File: config.mk
export PLATFORM = sky130hd
export DESIGN_NAME = irq_status_agg
export DESIGN_NICKNAME = d
export VERILOG_FILES = /design/src/rtl/irq_agg_pkg.sv /design/src/rtl/irq_edge_latch.sv /design/src/rtl/irq_err_summary.sv /design/src/rtl/irq_mask_gate.sv /design/src/rtl/irq_status_agg.sv
export SDC_FILE = /design/constraint.sdc
export NUM_CORES = 1
export LEC_CHECK = 0
export BUFFER_PORTS_ARGS = -buffer_cell sky130_fd_sc_hd__buf_2
export CORE_MARGIN = 2
export CORE_UTILIZATION = 39
export CTS_CLUSTER_SIZE = 20
export DETAILED_ROUTE_END_ITERATION = 16
export PLACE_DENSITY = 0.81
export SYNTH_ARGS = -nofsm -noshare
export SYNTH_HDL_FRONTEND = slang
export SYNTH_SLANG_ARGS = --single-unit
File: constraint.sdc
create_clock -name clk -period 1.4 [get_ports clk]
set_input_delay 0.07 -clock clk [delete_from_list [all_inputs] [get_ports clk]]
set_output_delay 0.07 -clock clk [all_outputs]
set_load 0.01 [all_outputs]
File: src/rtl/irq_agg_pkg.sv
package irq_agg_pkg;
   localparam int N_SRC  = 4;
   localparam int N_EDGE = 3;

   typedef enum int unsigned {
      SRC_CLKFAIL = 0,
      SRC_FRAME   = 1,
      SRC_PLLERR  = 2,
      SRC_BUSERR  = 3
   } src_idx_e;

   typedef logic [N_SRC-1:0]  src_vec_t;
   typedef logic [N_EDGE-1:0] edge_vec_t;
endpackage

File: src/rtl/irq_edge_latch.sv
module irq_edge_latch #(
   parameter int N = 3
) (
   input  logic         clk,
   input  logic         rst_n,
   input  logic [N-1:0] lvl_i,
   input  logic [N-1:0] clr_i,
   output logic [N-1:0] stat_o
);
   if (N < 1) begin : g_bad_n
      $error("irq_edge_latch: N must be at least 1");
   end

   for (genvar i = 0; i < N; i++) begin : g_bit
      logic prev_q;
      logic stat_q;
      logic rise;

      assign rise = lvl_i[i] & ~prev_q;

      always_ff @(posedge clk or negedge rst_n) begin
         if (!rst_n) begin
            prev_q <= 1'b0;
            stat_q <= 1'b0;
         end else begin
            prev_q <= lvl_i[i];
            // a new edge takes priority over a coincident clear
            stat_q <= rise | (stat_q & ~clr_i[i]);
         end
      end

      assign stat_o[i] = stat_q;
   end
endmodule

File: src/rtl/irq_err_summary.sv
module irq_err_summary #(
   parameter int GRP_A_W = 4,
   parameter int GRP_B_W = 3,
   parameter int GRP_C_W = 4
) (
   input  logic [GRP_A_W-1:0] grp_a_i,
   input  logic [GRP_B_W-1:0] grp_b_i,
   input  logic [GRP_C_W-1:0] grp_c_i,
   output logic               any_o
);
   localparam int TOT_W = GRP_A_W + GRP_B_W + GRP_C_W;

   if (GRP_A_W < 1 || GRP_B_W < 1 || GRP_C_W < 1) begin : g_bad_w
      $error("irq_err_summary: every group needs at least one flag");
   end

   logic [TOT_W-1:0] all_flags;
   assign all_flags = {grp_c_i, grp_b_i, grp_a_i};
   assign any_o     = |all_flags;
endmodule

File: src/rtl/irq_mask_gate.sv
module irq_mask_gate
   import irq_agg_pkg::*;
(
   input  logic     clk,
   input  logic     rst_n,
   input  src_vec_t pend_i,
   input  logic     msk_wr_i,
   input  src_vec_t msk_wdata_i,
   output src_vec_t mask_o,
   output logic     irq_n_o
);
   src_vec_t mask_q;
   logic     irq_n_q;
   logic     req;

   assign req = |(pend_i & ~mask_q);

   always_ff @(posedge clk or negedge rst_n) begin
      if (!rst_n) begin
         mask_q  <= '1;
         irq_n_q <= 1'b1;
      end else begin
         irq_n_q <= ~req;
         if (msk_wr_i) mask_q <= msk_wdata_i;
      end
   end

   assign mask_o  = mask_q;
   assign irq_n_o = irq_n_q;
endmodule

File: src/rtl/irq_status_agg.sv
module irq_status_agg
   import irq_agg_pkg::*;
#(
   parameter int GRP_A_W = 4,
   parameter int GRP_B_W = 3,
   parameter int GRP_C_W = 4,
   parameter int STAT_W  = 8
) (
   input  logic               clk,
   input  logic               rst_n,
   input  logic               clk_fail_i,
   input  logic               frame_i,
   input  logic               pll_err_i,
   input  logic [GRP_A_W-1:0] err_grp_a_i,
   input  logic [GRP_B_W-1:0] err_grp_b_i,
   input  logic [GRP_C_W-1:0] err_grp_c_i,
   input  logic               st_wr_i,
   input  logic [STAT_W-1:0]  st_wdata_i,
   input  logic               msk_wr_i,
   input  logic [N_SRC-1:0]   msk_wdata_i,
   output logic [STAT_W-1:0]  status_o,
   output logic [N_SRC-1:0]   mask_o,
   output logic               irq_n_o
);
   localparam int PAD_W = STAT_W - N_SRC;

   if (STAT_W <= N_SRC) begin : g_bad_stat
      $error("irq_status_agg: STAT_W must exceed the source count");
   end

   edge_vec_t edge_lvl;
   edge_vec_t edge_clr;
   edge_vec_t edge_stat;
   logic      bus_err_any;
   src_vec_t  pend;

   assign edge_lvl[SRC_CLKFAIL] = clk_fail_i;
   assign edge_lvl[SRC_FRAME]   = frame_i;
   assign edge_lvl[SRC_PLLERR]  = pll_err_i;
   assign edge_clr = st_wr_i ? st_wdata_i[N_EDGE-1:0] : '0;

   irq_edge_latch #(.N(N_EDGE)) u_edge (
      .clk    (clk),
      .rst_n  (rst_n),
      .lvl_i  (edge_lvl),
      .clr_i  (edge_clr),
      .stat_o (edge_stat)
   );

   irq_err_summary #(
      .GRP_A_W (GRP_A_W),
      .GRP_B_W (GRP_B_W),
      .GRP_C_W (GRP_C_W)
   ) u_sum (
      .grp_a_i (err_grp_a_i),
      .grp_b_i (err_grp_b_i),
      .grp_c_i (err_grp_c_i),
      .any_o   (bus_err_any)
   );

   assign pend = {bus_err_any, edge_stat};

   irq_mask_gate u_gate (
      .clk         (clk),
      .rst_n       (rst_n),
      .pend_i      (pend),
      .msk_wr_i    (msk_wr_i),
      .msk_wdata_i (msk_wdata_i),
      .mask_o      (mask_o),
      .irq_n_o     (irq_n_o)
   );

   assign status_o = {{PAD_W{1'b0}}, pend};
endmodule

# ---- Yosys cells after proc, flatten, opt, wreduce, memory -nomap -nowiden
# Index checks and enable logic that the tools add are counted.
dict set report word_totals {
  inputBits 30
  register_bits 11
  output_inout_bits 13
  word_cells 29
}
dict set report classes {
  reduce_logical 2
  n_mux 1
  n_bitwise 18
}
# cell count
set ops {}
lappend ops {{11-bit OR reduction} 1}
lappend ops {{1-bit inverter} 7}
lappend ops {{1-bit bitwise AND} 6}
lappend ops {{4-bit bitwise AND} 1}
lappend ops {{4-bit inverter} 1}
lappend ops {{4-bit OR reduction} 1}
lappend ops {{3-bit two-way mux} 1}
lappend ops {{1-bit bitwise OR} 3}

# ---- Depth between registers and ports, before layout
dict set report depth {
  depth_word 4
  depth_mapped 3
  mapped_depth_nobuf 3
}

# ---- Modules after synthesis
# Synthesis repeated with hierarchy kept, for this count alone.
dict set report hier_totals {
  cells_unflattened 46
  hier_area_um2 539.3
}
# mod area_each_um2 n_inst seq_area_each_um2 cells_each
set modules_own_cells {}
lappend modules_own_cells {irq_edge_latch 232.7 1 150.1 18}
lappend modules_own_cells {irq_mask_gate 224.0 1 131.4 15}
lappend modules_own_cells {irq_status_agg 60.1 1 0.0 9}
lappend modules_own_cells {irq_err_summary 22.5 1 0.0 4}

# ---- Least setup slack after synthesis
# No wires, ideal clock.
dict set report synth_timing {
  path_kind {reg-to-reg}
  start {register u_gate.mask_q[1] (netlist: u_gate.mask_o[1])}
  end {register u_gate.irq_n_q (netlist: u_gate.irq_n_o)}
  path_stages_with_launch 3
  required_time_ns 1.312
  n_path_buf 0
  setup_time_ns 0.088
  synth_period_minus_slack_ns 0.915
  arrival_ns 0.828
  slack_ns 0.485
  path_cell_list {dfstp_2 > inv_1 > a221oi_2}
}
dict set report synth_between {
  elab_chain_cells 4
}
# item line_no
set synth_rtl {}
lappend synth_rtl {{start: declaration} irq_mask_gate.sv:12} ;# src_vec_t mask_q;
lappend synth_rtl {{start signal: assignment} irq_mask_gate.sv:24} ;# if (msk_wr_i) mask_q <= msk_wdata_i;
lappend synth_rtl {{4-bit inverter} irq_mask_gate.sv:16} ;# assign req = |(pend_i & ~mask_q);
lappend synth_rtl {{4-bit bitwise AND} irq_mask_gate.sv:16}
lappend synth_rtl {{4-bit OR reduction} irq_mask_gate.sv:16}
lappend synth_rtl {{1-bit inverter} irq_mask_gate.sv:23} ;# irq_n_q <= ~req;
lappend synth_rtl {{end signal: assignment} irq_mask_gate.sv:23}
lappend synth_rtl {{end: declaration} irq_mask_gate.sv:13} ;# logic irq_n_q;
# No other way between the ends.
# A chain may end at the register's enable or synchronous reset.

# ---- Worst setup path in the final report
dict set report layout_timing {
  start {register u_gate.mask_q[2] (netlist: u_gate.mask_o[2])}
  end {output mask_o[2]}
}
# item line_no
set layout_lines {}
lappend layout_lines {{end: declaration} irq_status_agg.sv:22} ;# output logic [N_SRC-1:0] mask_o,
# No word-level cell between the ends.

==> flow_summary.json <==
{
  "max-cap-violations": 0,
  "antenna_violating_nets_post_route": 0,
  "drt_iter0_drc": 3,
  "path_max_fanout": 3,
  "holdWs_ns": 0.01460,
  "setup.worst_path.class": "reg -> out",
  "ff_latch_area_um2": 281.5,
  "rows": 13,
  "dieArea_um2": 1639,
  "port_buffers": 33,
  "layout_setup_ws_ns": 0.3948,
  "core-area_um2": 1269,
  "chipWidth_um": 40.49,
  "ir_drop_uv": 671.8,
  "drt_wl_total_um": 942,
  "cts_tree": "built",
  "status": "finished, final reports clean",
  "drive_gt1_share_pct": 54.76,
  "hold_viol": 0,
  "synth_cells": 48,
  "utilization_pct": 56.80,
  "place_congestion": 0.6996,
  "yosysWarningCount": 0,
  "synth-seq-cells": 11,
  "total_power_uw": 715.6,
  "max_freq_mhz": 994.8,
  "cp_top_family": "flip-flops",
  "post_drt_via_cell_ratio": 4.343,
  "cp_cell_sequence": "buf_2",
  "synth_cell_types": 16,
  "dpl.hpwl_um": 778.9,
  "start_util_pct": 40.93,
  "grt_use_total_pct": 13.62,
  "dr.pass1.iters": 2,
  "antenna_found_initial": 0,
  "finalCriticalPeriod_ns": 1.005,
  "rsz0062_at_grt": "false",
  "worstSkewPairLatency_ns": 0.26,
  "die_h_um": 40.49,
  "clk_path_buf_depth": 2,
  "dpl_worst_slack_ns": 0.4460,
  "areaGrowthSynthToFinish_pct": 38.80,
  "max_stage_delay_ns": 0.55,
  "clkTransAtPathRegs_ns": 0.07,
  "num_antenna_cells": 0,
  "crit_path_end_kind": "output pin",
  "finalNetCount": 115,
  "cp_data_arrival_time_ns": 0.94,
  "fill_cells": 116,
  "route.detailed.drc": 0,
  "hp-class": "in -> reg",
  "p_leak_uw": 0.0003755,
  "crit_required_ns": 1.33,
  "fin_crit_sh_pct": 71.80,
  "grt_pass1_wl_um": 1442,
  "synth_area_um2": 519.2,
  "avgSynthCellArea_um2": 10.82,
  "fin_setup_tns_ns": 0,
  "vias": 430,
  "clock_sinks": 11,
  "multi_input_area_um2": 162.7,
  "grt_pass1_vias": 387,
  "cp-start-kind": "flop",
  "root_buffer": "clkbuf_4",
  "cts_buffers": 3,
  "ios": 43,
  "cp_num_buf_inv": 1,
  "wl_per_cell_um": 9.515,
  "maxSlewViolCount": 0,
  "htreeDepth": 1,
  "cts_setup_buffers": 0,
  "setup_viol": 0,
  "grt_max_degree": 12,
  "finClkSkew_ns": 0.001199,
  "power_density_nw_per_um2": 993.0,
  "grt_overflow": 0,
  "yosysSeqAreaShare_pct": 54.22,
  "slowest_stage": "dfstp_2"
}
## cells in the final DEF (no fill, tap or decap), drive strengths merged, types with 2 or more instances in the layout
cell type,instances
dfrtp,6
o21ai,5
nor4,2
inv,7
nand2,8
mux2,2
dlygate4sd3,4
clkbuf,4
dfstp,5
conb,4
buf,33
## synthesized netlist by cell type
cell	n	share of area (%)
conb_1	1	0.72
nor4_2	1	2.4
o21ai_1	3	2.9
mux2_2	1	2.2
dfrtp_1	6	29
mux2_1	1	2.2
nand3_2	1	1.9
a221oi_2	1	2.9
nor3_1	1	0.96
dfstp_2	5	25
buf_4	8	12
inv_1	7	5.1
o21ai_0	2	1.9
nand2_1	8	5.8
nor4_4	1	4.1
o22ai_1	1	1.2
## per-layer routing
layer	vias to the layer above	track usage, %	routed length, um
li1	216	-	-
met1	187	16.61	355
met2	27	23.02	467
met3	0	1.667	119
met4	0	7.500	0
met5	-	0	0
## tightest hold or removal path, delay by kind of cell
family	cells	cell delay, ns
buf+inv	1	0.07
compound gates	1	0.06
simple gates	1	0.04
## logic make-up after synthesis
group / synth area share [%]
AOI/OAI and AO/OA: 8.915
buffers and inverters: 16.63
DFF: 54.22
muxes: 4.337
other: 0.7222
and+or+nand+nor: 15.18
## where the power goes
| part | leakage [uW] | internal [uW] | switching (uW) |
|---|---|---|---|
| combinational | 0.000239 | 67.5 | 66.5 |
| sequential | 0.000121 | 356 | 17.3 |
| clock | 0.0000150 | 110 | 97.9 |
| total | 0.000376 | 534 | 182 |
## flip-flops by register name, indices dropped and copies added (netlist names)
| signal | count |
|---|---|
| u_edge.g_bit.prev_q | 3 |
| u_edge.g_bit.stat_q | 3 |
| u_gate.irq_n_o | 1 |
| u_gate.mask_o | 4 |
## stage by stage
step,instances,cell area (um2)
finish,99,720.7
global route,99,720.7
CTS,99,720.7
detailed placement,91,654.4
global placement,91,654.4
floorplan,51,530.5
## final timing paths
path / endpoint / depth (start not counted) / slack [ns] / from
worst max-delay path: mask_o[2] / 1 / 0.39 / u_gate.mask_o[2]$_DFFE_PN1P_
worst min-delay path: u_gate.mask_o[3]$_DFFE_PN1P_ / 3 / 0.01 / msk_wdata_i[3]
max in group asynchronous: u_gate.mask_o[1]$_DFFE_PN1P_ / 2 / 0.96 / rst_n
worst min register to register: u_edge.g_bit[1].stat_q$_DFF_PN0_ / 1 / 0.41 / u_edge.g_bit[1].prev_q$_DFF_PN0_
worst max register to register: u_gate.irq_n_o$_DFF_PN1_ / 2 / 0.49 / u_gate.mask_o[1]$_DFFE_PN1P_
min in group asynchronous: u_edge.g_bit[2].prev_q$_DFF_PN0_ / 2 / 0.19 / rst_n
## area by class of cell
class                   count  share of cell area [%]
inverters                   7                   3.646
repair buffers             37                   28.47
multi-input cells          25                   22.57
well taps                  15                   2.604
clock buffers               4                   3.646
flip-flops and latches     11                   39.06
## timing repair
action | 4_1_cts | 5_1_grt
gates resized for setup | 0 | 0
hold endpoints to repair | 14 | 0
hold buffers | 4 | 0
(Power assumes the default switching activity.)
